## src/rtl/gsb_pkg.sv

```systemverilog
package gsb_pkg;
  localparam int SLOT_W   = 20;
  localparam int PIN_LSB  = 4;
  localparam int FLAG_BIT = 0;

  typedef enum logic [1:0] {
    SEL_DIR  = 2'd0,
    SEL_DATA = 2'd1,
    SEL_IEN  = 2'd2,
    SEL_NONE = 2'd3
  } cfg_sel_e;
endpackage

```

## src/rtl/gsb_rst_sync.sv

```systemverilog
module gsb_rst_sync (
  input  logic clk,
  input  logic rst_n,
  output logic rst_n_sync
);
  logic [1:0] stage_q;

  always_ff @(posedge clk or negedge rst_n) begin
    if (!rst_n) stage_q <= 2'b00;
    else        stage_q <= {stage_q[0], 1'b1};
  end

  assign rst_n_sync = stage_q[1];
endmodule

```

## src/rtl/gsb_pin_sync.sv

```systemverilog
module gsb_pin_sync #(
  parameter int NPIN = 8
) (
  input  logic            clk,
  input  logic            rst_n,
  input  logic [NPIN-1:0] pin_raw,
  output logic [NPIN-1:0] pin_sync
);
  for (genvar i = 0; i < NPIN; i++) begin : g_bit
    logic meta_q, sync_q;
    always_ff @(posedge clk or negedge rst_n) begin
      if (!rst_n) begin
        meta_q <= 1'b0;
        sync_q <= 1'b0;
      end else begin
        meta_q <= pin_raw[i];
        sync_q <= meta_q;
      end
    end
    assign pin_sync[i] = sync_q;
  end
endmodule

```

## src/rtl/gsb_ctl_regs.sv

```systemverilog
module gsb_ctl_regs
  import gsb_pkg::*;
#(
  parameter int NPIN = 8
) (
  input  logic            clk,
  input  logic            rst_n,
  input  logic            frame_stb,
  input  logic            ctl_valid,
  input  logic [NPIN-1:0] ctl_bits,
  input  logic            cfg_we,
  input  cfg_sel_e        cfg_sel,
  input  logic [NPIN-1:0] cfg_wdata,
  output logic [NPIN-1:0] dir_q,
  output logic [NPIN-1:0] data_q,
  output logic [NPIN-1:0] ien_q
);
  logic [NPIN-1:0] dir_d, data_d, ien_d;
  logic [NPIN-1:0] pend_q, pend_d;
  logic            pendv_q, pendv_d;

  always_comb begin
    dir_d   = dir_q;
    data_d  = data_q;
    ien_d   = ien_q;
    pend_d  = pend_q;
    pendv_d = pendv_q;
    // apply pending word at the strobe, only to output pins
    if (frame_stb && pendv_q)
      data_d = (data_q & ~dir_q) | (pend_q & dir_q);
    // write port takes priority over the slot word
    if (cfg_we) begin
      unique case (cfg_sel)
        SEL_DIR:  dir_d  = cfg_wdata;
        SEL_DATA: data_d = cfg_wdata;
        SEL_IEN:  ien_d  = cfg_wdata;
        default:  ;
      endcase
    end
    if (ctl_valid) begin
      pend_d  = ctl_bits;
      pendv_d = 1'b1;
    end else if (frame_stb) begin
      pendv_d = 1'b0;
    end
  end

  always_ff @(posedge clk or negedge rst_n) begin
    if (!rst_n) begin
      dir_q   <= '0;
      data_q  <= '0;
      ien_q   <= '0;
      pend_q  <= '0;
      pendv_q <= 1'b0;
    end else begin
      dir_q   <= dir_d;
      data_q  <= data_d;
      ien_q   <= ien_d;
      pendv_q <= pendv_d;
      if (ctl_valid) pend_q <= pend_d;
    end
  end
endmodule

```

## src/rtl/gsb_irq.sv

```systemverilog
module gsb_irq #(
  parameter int NPIN = 8
) (
  input  logic            clk,
  input  logic            rst_n,
  input  logic            frame_stb,
  input  logic [NPIN-1:0] pin_sync,
  input  logic [NPIN-1:0] dir_q,
  input  logic [NPIN-1:0] ien_q,
  input  logic            clr_we,
  input  logic [NPIN-1:0] clr_mask,
  output logic [NPIN-1:0] sticky_d,
  output logic [NPIN-1:0] sticky_q
);
  logic [NPIN-1:0] prev_q, prev_d;
  logic            primed_q, primed_d;
  logic [NPIN-1:0] set_vec, clr_vec;

  always_comb begin
    set_vec  = (frame_stb && primed_q) ? ((pin_sync ^ prev_q) & ~dir_q & ien_q) : '0;
    clr_vec  = clr_we ? clr_mask : '0;
    sticky_d = (sticky_q & ~clr_vec) | set_vec;
    prev_d   = frame_stb ? pin_sync : prev_q;
    primed_d = primed_q | frame_stb;
  end

  always_ff @(posedge clk or negedge rst_n) begin
    if (!rst_n) begin
      prev_q   <= '0;
      primed_q <= 1'b0;
      sticky_q <= '0;
    end else begin
      if (frame_stb) prev_q <= prev_d;
      primed_q <= primed_d;
      sticky_q <= sticky_d;
    end
  end
endmodule

```

## src/rtl/gpio_slot_bridge.sv

```systemverilog
module gpio_slot_bridge
  import gsb_pkg::*;
#(
  parameter int NPIN = 8
) (
  input  logic              clk,
  input  logic              rst_n,
  input  logic              frame_stb,
  input  logic [SLOT_W-1:0] ctl_slot,
  input  logic              ctl_valid,
  output logic [SLOT_W-1:0] sta_slot,
  input  logic              cfg_we,
  input  logic [1:0]        cfg_sel,
  input  logic [NPIN-1:0]   cfg_wdata,
  input  logic              irq_clr_we,
  input  logic [NPIN-1:0]   irq_clr_mask,
  output logic              irq,
  input  logic [NPIN-1:0]   pin_in,
  output logic [NPIN-1:0]   pin_out,
  output logic [NPIN-1:0]   pin_oe
);
  localparam int PIN_MSB = PIN_LSB + NPIN - 1;

  logic            rst_n_i;
  logic [NPIN-1:0] pin_sync, dir_q, data_q, ien_q, sticky_d, sticky_q;
  logic [SLOT_W-1:0] sta_q, sta_d;

  gsb_rst_sync u_rst (
    .clk        (clk),
    .rst_n      (rst_n),
    .rst_n_sync (rst_n_i)
  );

  gsb_pin_sync #(.NPIN(NPIN)) u_sync (
    .clk      (clk),
    .rst_n    (rst_n_i),
    .pin_raw  (pin_in),
    .pin_sync (pin_sync)
  );

  gsb_ctl_regs #(.NPIN(NPIN)) u_regs (
    .clk       (clk),
    .rst_n     (rst_n_i),
    .frame_stb (frame_stb),
    .ctl_valid (ctl_valid),
    .ctl_bits  (ctl_slot[PIN_MSB:PIN_LSB]),
    .cfg_we    (cfg_we),
    .cfg_sel   (cfg_sel_e'(cfg_sel)),
    .cfg_wdata (cfg_wdata),
    .dir_q     (dir_q),
    .data_q    (data_q),
    .ien_q     (ien_q)
  );

  gsb_irq #(.NPIN(NPIN)) u_irq (
    .clk       (clk),
    .rst_n     (rst_n_i),
    .frame_stb (frame_stb),
    .pin_sync  (pin_sync),
    .dir_q     (dir_q),
    .ien_q     (ien_q),
    .clr_we    (irq_clr_we),
    .clr_mask  (irq_clr_mask),
    .sticky_d  (sticky_d),
    .sticky_q  (sticky_q)
  );

  // status snapshot: one coherent word per frame
  always_comb begin
    sta_d = sta_q;
    if (frame_stb) begin
      sta_d                  = '0;
      sta_d[PIN_MSB:PIN_LSB] = pin_sync;
      sta_d[FLAG_BIT]        = |sticky_d;
    end
  end

  always_ff @(posedge clk or negedge rst_n_i) begin
    if (!rst_n_i)       sta_q <= '0;
    else if (frame_stb) sta_q <= sta_d;
  end

  assign sta_slot = sta_q;
  assign pin_out  = data_q;
  assign pin_oe   = dir_q;
  assign irq      = |sticky_q;
endmodule

```

## config.mk

```make
export PLATFORM = sky130hd
export DESIGN_NAME = gpio_slot_bridge
export DESIGN_NICKNAME = d
export VERILOG_FILES = /design/src/rtl/gsb_pkg.sv /design/src/rtl/gsb_rst_sync.sv /design/src/rtl/gsb_pin_sync.sv /design/src/rtl/gsb_ctl_regs.sv /design/src/rtl/gsb_irq.sv /design/src/rtl/gpio_slot_bridge.sv
export SDC_FILE = /design/constraint.sdc
export NUM_CORES = 1
export LEC_CHECK = 0
export BUFFER_PORTS_ARGS = -buffer_cell sky130_fd_sc_hd__buf_2
export CAP_MARGIN = 15
export CORE_MARGIN = 4
export CORE_UTILIZATION = 52
export DETAILED_ROUTE_END_ITERATION = 10
export GPL_TIMING_DRIVEN = 0
export MAX_ROUTING_LAYER = met4
export PLACE_DENSITY = 0.8
export SETUP_SLACK_MARGIN = 0.1
export SYNTH_ARGS = -nofsm -noshare
export SYNTH_HDL_FRONTEND = slang
export SYNTH_HIERARCHICAL = 1
export SYNTH_SLANG_ARGS = --single-unit
```

## constraint.sdc

```tcl
create_clock -name clk -period 3.3 [get_ports clk]
set_input_delay 0.33 -clock clk [delete_from_list [all_inputs] [get_ports clk]]
set_output_delay 0.33 -clock clk [all_outputs]
set_load 0.1 [all_outputs]
```

==> results of run 1 <==
## area by class of cell
cell class / instances / area share
Clock buffer: 13 / 0.0395
Multi-Input combinational cell: 130 / 0.275
Tap cell: 72 / 0.0239
Sequential cell: 77 / 0.513
Buffer: 27 / 0.0532
Inverter: 1 / 0.000997
Timing Repair Buffer: 64 / 0.0924
Clock inverter: 2 / 0.00266
## registers in the layout, indices dropped and copies added, names as in the netlist
register             flops
u_regs/pend_q            8
u_sync/g_bit.sync_q      8
u_regs/ien_q             8
u_irq/prev_q             8
u_regs/pendv_q           1
u_rst/stage_q            2
u_irq/primed_q           1
u_irq/sticky_q           8
u_regs/data_q            8
sta_slot                 9
u_sync/g_bit.meta_q      8
u_regs/dir_q             8
## synthesized netlist by cell type, types with 2 or more instances
cell	count	area [µm²]
nand2_1	9	33.8
conb_1	2	7.51
nor4_1	2	12.5
buf_4	20	150
buf_6	3	33.8
dfrtp_1	77	1930
mux2_2	40	450
nand3_1	8	40.0
a21oi_1	8	40.0
clkbuf_1	2	7.51
mux2i_1	8	80.1
nor2b_1	8	50.1
a32o_1	8	80.1
xor2_1	8	70.1
nor2_1	10	37.5
## metal layers
layer  part of all wire  up-vias  global-route usage  wire, µm
met5                  0        -                   -         0
met4              0.017        0              0.0604        97
met3              0.079       15              0.0759       460
met2               0.47       73               0.262      2750
met1               0.43      917               0.218      2530
li1                   -      914                   -         -
## power by group
| part | switching (mW) | internal (mW) | leakage (nW) | total [mW] |
|---|---|---|---|---|
| combinational | 0.682 | 0.213 | 0.829 | 0.895 |
| sequential | 0.0810 | 1.08 | 0.902 | 1.16 |
| clock | 0.310 | 0.288 | 0.0833 | 0.598 |
## cells by family (layout without fill, tap and decap cells)
family	after synthesis	count (layout)	synth area share
other	2	12	0.00240
xor gates and xnor gates	8	8	0.0224
and+or+nand+nor	44	44	0.0816
muxes	48	48	0.170
AOI/OAI and AO/OA	18	18	0.0428
buffers and inverters	28	107	0.0652
DFF	77	77	0.616
## worst min-delay path by stage
stage	from	to	slack [ns]
floorplan	rst_n	u_rst/stage_q[0]	0.03
global placement	rst_n	u_rst/stage_q[0]	0.12
detailed placement	rst_n	u_rst/stage_q[0]	0.12
CTS	pin_in[5]	u_sync/g_bit[5].meta_q	0.07
global route	pin_in[1]	u_sync/g_bit[1].meta_q	0.06
finish	pin_in[5]	u_sync/g_bit[5].meta_q	0.09
## through the flow
step	hold slack [ns]	cell area [µm²]	std cells	worst slack (ns)	power, mW
floorplan	0.0344	3170	235	0.997	1.90
global placement	0.116	3570	369	0.239	2.05
detailed placement	0.119	3600	370	1.76	2.07
CTS	0.0702	3770	386	1.52	2.68
global route	0.0592	3770	386	1.42	2.78
finish	0.0880	3770	386	1.53	2.65
==> results by stage, run 1 <==
Detailed routing:
- The detail-routed via count per cell is 4.97.
- The number of nets still failing antenna checks after routing is 0.
- Before antenna repair, the detailed router went through 5 iterations.
- After detailed routing, the total wire length is 5840 µm.
- The DRC violation count after routing is 0.
- After the first detailed-routing iteration, the DRC count stood at 70.
- The via count is 1919.
- Dividing the detail-routed wire length by the instance count gives approximately 15 µm.

Worst setup path:
- The launching point of the worst reg2reg path is u_sync/g_bit[3].sync_q.
- The arrival time at the worst endpoint is 1.44 ns.
- The setup slack of the most critical reg-to-reg path is 1.84 ns.
- The worst setup path is of the reg2out kind.
- The sort of element at the end of the critical path is a primary output.
- The highest fanout seen on the critical path is 2.
- The critical-path cell with the highest stage delay is dfrtp_1.
- The critical path runs through a total of 3 cells.
- The required time at the endpoint of the critical path is 2.97 ns.
- The capture point of the critical path is irq.
- The worst register-to-register path ends at sta_slot[0].
- The gate family responsible for the most delay along the worst path is simple AND/OR/NAND/NOR gates.
- The most critical setup path has its startpoint at u_irq/sticky_q[5].
- The critical path goes through nor4_1 > nand2_1 > buf_2.
- The sum of buffers and inverters on the critical path is 1.
- The largest single stage delay on the critical path is 0.38 ns.
- The depth of the most critical reg-to-reg path is 5.
- STA classifies the critical path startpoint as a register.

STA:
- The final-report hold violation count is 0.
- Dividing the final minimum period by the clock period gives 0.536.
- The total count of max-transition violations in the final report is 0.
- The setup TNS is 0 ns.
- Static timing analysis puts the maximum clock frequency at around 560 MHz.
- Setup repair after global routing left no endpoint under its margin.
- For the final database, setup skew stands at 0.00311 ns.
- The final period demand of the worst path is 1.77 ns.
- Setup violations remaining at the end of the flow were counted as 0.

Clock network:
- After clock tree synthesis, the clock-pin slew on the worst setup and hold paths is roughly 0.070 ns.
- The clock network latency to the later pin of the worst-skew pair is 0.34 ns.
- In this run the deepest clock path goes through 2 buffers.
- Buffers added to address setup during post-CTS repair amount to 0.
- For this design, the sink count on the clock tree is 77.
- The deepest level of the CTS H-tree is 3.
- The number of buffers inserted during clock tree synthesis is 9.
- Once the clock tree was built, the resizer swapped 0 gates to a different size.
- TritonCTS built the clock tree.
- CTS placed an instance of clkbuf_8 at the clock tree root.
- The quantity of hold-fixing buffers added after cts is 1.

Outcome:
- The run finished with clean final reports.

GRT:
- Across every metal layer, demand over resource in global routing totals 0.177.
- For this run the aggregate overflow at the end of global routing stands at 0.
- The number of antenna violations at the first check in global routing came to 0.
- The via count of the first global-routing pass is 1980.
- Entering global routing, the biggest net connects 53 pins.
- The wire length of the first global-routing pass is 9510 µm.

Yosys:
- For this run, the leading register cell type out of synthesis is dfrtp_1.
- The synthesized design contains 77 register bits.
- Synthesis handed over a netlist of 225 instances.
- During synthesis, Yosys emitted a total of 6 warnings.
- The share of the Yosys chip area taken by registers is 0.616.
- The count of unique library cells instantiated by Yosys is 27.
- The mapped netlist covers approximately 3100 µm².
- The synthesized area per cell is 13.9 µm².
- In this run, synthesis inferred 0 flip-flops with an integrated enable.
- After synthesis, the share of flip-flops with an asynchronous set or reset is 1.00.

Hold path:
- The tightest min-delay check is of the in2reg type.
- The cell depth of the worst min-delay path is 1.

Layout:
- The register cell area after layout is 1930 µm².
- The area growth from synthesis to layout is 20.4%.
- The fraction of layout cells with a size suffix above 1 is 0.462.
- After filler insertion, the fill cell instance count of the layout stands at 454.
- The most frequent standard cell in the layout excluding fill and tap cells is dfrtp_1.
- The area occupied by multi-input gates is 1030 µm².
- The diode insertion count for antenna repair is 0.
- Once layout is complete, the utilization of the core stands at 0.664.
- In the layout the commonest cells are dfrtp_1 (76), buf_2 (63), mux2_2 (40), buf_4 (20), conb_1 (12).
- The number of nets at the end of the flow is 362.

Floorplan:
- The area of the core is 5680 µm².
- The floorplan die height is approximately 86 µm.
- Measured along the x axis, the die boundary spans about 86 µm.
- For this configuration, the core starts out at a cell density of 0.551.
- The number of ports placed on the die boundary is 89.
- The standard-cell row count is 27.
- The die covers between 7000 and 8000 µm².

Placed design:
- Once detailed placement completed, the half-perimeter wirelength came to 4370 µm.
- The count of buffers inserted at the top-level ports is 62.
- The final estimated routing congestion in global placement is a little under 0.8.

Power and ir drop:
- The cell area power density is about 700 nW/µm².
- The worst ir drop on vdd is 0.000417 V.
- In this run the static leakage power is between 1.5 and 2 nW.

Job:
- The number of max-capacitance violations reported is 0.
No activity file was read; power rests on OpenSTA's default activity.
==> run 2: changes to the inputs <==
==> constraint.sdc (replaced) <==
create_clock -name clk -period 1.82 [get_ports clk]
set_input_delay 0.182 -clock clk [delete_from_list [all_inputs] [get_ports clk]]
set_output_delay 0.182 -clock clk [all_outputs]
set_load 0.1 [all_outputs]
==> run 2 against run 1 <==
Against the previous run:
- cell count rose by 2.3%
- largest power group unchanged
- critical path depth did not move
- first-iteration DRC count rose by 21%
- sequential power rose by 81%
- combinational power rose by 82%
- largest cell class unchanged
- clock skew rose by 0.0026 ns
- register-to-register slack got worse by 1.5 ns
- worst hold slack got worse by 0.016 ns
- critical endpoint unchanged
- via count rose by 1.1%
- global-route usage fell by 0.091 points
- total power rose by 83%
==> results by stage, run 2 (synthesized netlist as in run 1, its figures left out) <==
Outcome:
- The run finished with clean final reports.

Detailed routing:
- The detail-routed via count per cell is 4.91.
- The first routing iteration left 85 violations.
- The routed layout has 1941 vias.
- In the final routing, the length of wire on met1 measures around 2600 µm.
- The routed wire length is slightly below 6000 µm.
- The per-cell routed wire length is 14.7 µm.
- The iteration count of the initial detailed-routing pass is 4.
- The routed design uses between 2000 and 3000 µm of met2 wire.
- The number of nets still failing antenna checks after routing is 0.
- The detailed router used layers up to and including met4.
- After detailed routing, the number of remaining DRC violations is 0.
- Wire segments on met3 add up to between 400 and 500 µm in the final route.

STA:
- Setup violations remaining at the end of the flow were counted as 0.
- The final period demand of the worst path is 1.59 ns.
- The achievable frequency is between 600 and 700 MHz.
- The worst clock skew is 0.00568 ns.
- The tightest hold margin is 0.0725 ns.
- The final worst-path cycle share is 0.875.
- The final-report hold violation count came to 0.
- The total count of max-transition violations in the final report is 0.
- Setup repair after global routing left no endpoint under its margin.

Clock network:
- The number of hold buffers added after CTS was 9.
- In this run the clock root is driven by a clkbuf_8.
- After clock tree synthesis, the clock-pin slew on the worst setup and hold paths is 0.07 ns.
- The post-cts resize count is 0.
- Counting along the longest clock path gives a buffer depth of 2.
- The clock network latency to the later pin of the worst-skew pair is ~0.34 ns.
- Buffers inserted during clock tree synthesis total 9.
- The post-CTS setup-driven buffer insertion count is 0.
- TritonCTS built the clock tree.
- The tree built by TritonCTS fans out to 77 sinks.
- The deepest level of the CTS H-tree is 3.

Layout:
- The post-synthesis to final-layout area growth is 23.5%.
- 0 antenna diodes ended up in the layout.
- The number of flip-flops under the largest register name is 9.
- The fill cell total of the finished layout is 448.
- The top cell types in the final layout, fill and taps aside, are dfrtp_1 (73), buf_2 (63), mux2_2 (40), buf_4 (20), conb_1 (12).
- Of the cells placed in the final design, the portion with a size suffix greater than 1 is 0.458.
- The most frequent standard cell in the layout excluding fill and tap cells is dfrtp_1.
- The final standard cell utilization of the core is 0.681.
- For this run, the post-layout net count is 370.

Worst setup path:
- On the worst path, the slowest cell contributes a delay of 0.39 ns.
- In this run the critical register-to-register path is captured at sta_slot[0].
- STA classifies the critical path startpoint as a register.
- The capture point of the critical path is irq.
- The critical path is of the reg2out type.
- The worst setup path is captured at a primary output.
- The start point of the critical path is u_irq/sticky_q[5].
- The setup slack of the most critical reg-to-reg path is 0.39 ns.
- The highest fanout seen on the critical path is 2.
- For the worst flop-to-flop path, the logic depth is 5.
- The arrival time at the worst endpoint is 1.41 ns.
- Traced cell by cell, the critical path runs through nor4_1 > nand2_1 > buf_2.
- The launching point of the worst reg2reg path is u_sync/g_bit[6].sync_q.
- The critical-path cell with the highest stage delay is dfrtp_1.
- The required time at the endpoint of the critical path is 1.64 ns.

GRT:
- The number of antenna violations at the first check in global routing is 0.
- For this run, the total global-route usage over all layers was measured as 0.176.
- The aggregate global routing overflow is 0.
- The via count of the first global-routing pass came to 2016.
- The first global-routing pass estimated 9560 µm of wire.
- The largest net degree at the start of global routing is 48.

Placed design:
- The post-DP HPWL is between 4000 and 5000 µm.
- The congestion estimate from routability-driven global placement came to 0.823.
- In this run the tool buffered the top-level ports with 62 buffer cells.

Hold path:
- The worst min-delay path class is in2reg.

Power and ir drop:
- The worst ir drop on vdd is between 0.0008 and 0.0009 V.
- The cell area power density is 1250 nW/µm².
- Total power for the finished layout comes to 4.84 mW.
- The static leakage power is 1.85 nW.

Floorplan:
- For this configuration, the core starts out at a cell density of 0.551.
- approximately 90 I/O pins were placed.
- The floorplan has 27 rows.
- The die area is 7320 µm².
- The core region is 5680 µm².
- The floorplan die height is 85.6 µm.
- In this run the horizontal extent of the chip is 85.6 µm.

Job:
- The number of max-capacitance violations reported is 0.
[run 2: cell count changes in the layout (fill, tap and decap cells not counted), sizes merged]
cell / previous run / this run
clkbuf: 15 / 17
dlygate4sd3: 1 / 9
clkinv: 2 / 1
[run 2: how the worst min path moves through the flow]
stage               cells past startpoint         start               end
floorplan                               0         rst_n  u_rst/stage_q[0]
global placement                        1         rst_n  u_rst/stage_q[0]
detailed placement                      1         rst_n  u_rst/stage_q[0]
CTS                                     2  ctl_slot[11]  u_regs/pend_q[7]
global route                            2   ctl_slot[4]  u_regs/pend_q[0]
finish                                  2  ctl_slot[11]  u_regs/pend_q[7]
[run 2: layout make-up]
class | instances | area (µm²) | share of cell area
clock inverter | 1 | 5.00 | 0.00130
multi-input combinational | 130 | 1030 | 0.268
buffer | 27 | 200 | 0.0518
inverter | 1 | 3.75 | 0.000972
sequential | 77 | 1930 | 0.501
clock buffer | 15 | 166 | 0.0431
timing repair buffer | 72 | 428 | 0.111
tap | 72 | 90.1 | 0.0233
[run 2: stage by stage]
stage               area, µm²  TNS (ns)  worst slack, ns  cells
finish                   3860         0            0.228    395
global route             3860         0            0.145    395
floorplan                3170         0            0.129    235
CTS                      3860         0            0.205    395
global placement         3570   -0.0350          -0.0125    369
detailed placement       3600         0            0.404    370
[run 2: per-layer routing]
metal | vias to the layer above | global-route usage
li1 | 934 | -
met1 | 935 | 0.222
met2 | 66 | 0.270
met3 | 6 | 0.0634
met4 | 0 | 0.0475
met5 | - | -
[run 2: critical path: cells and delay by family, from the launching register on]
kind	cells	cell delay [ns]
buf+inv	1	0.30
flops	1	0.39
simple gates	2	0.39
[run 2: power breakdown]
group	internal [mW]	switching (mW)
combinational	0.398	1.23
sequential	1.95	0.149
clock	0.570	0.540
total	2.92	1.92
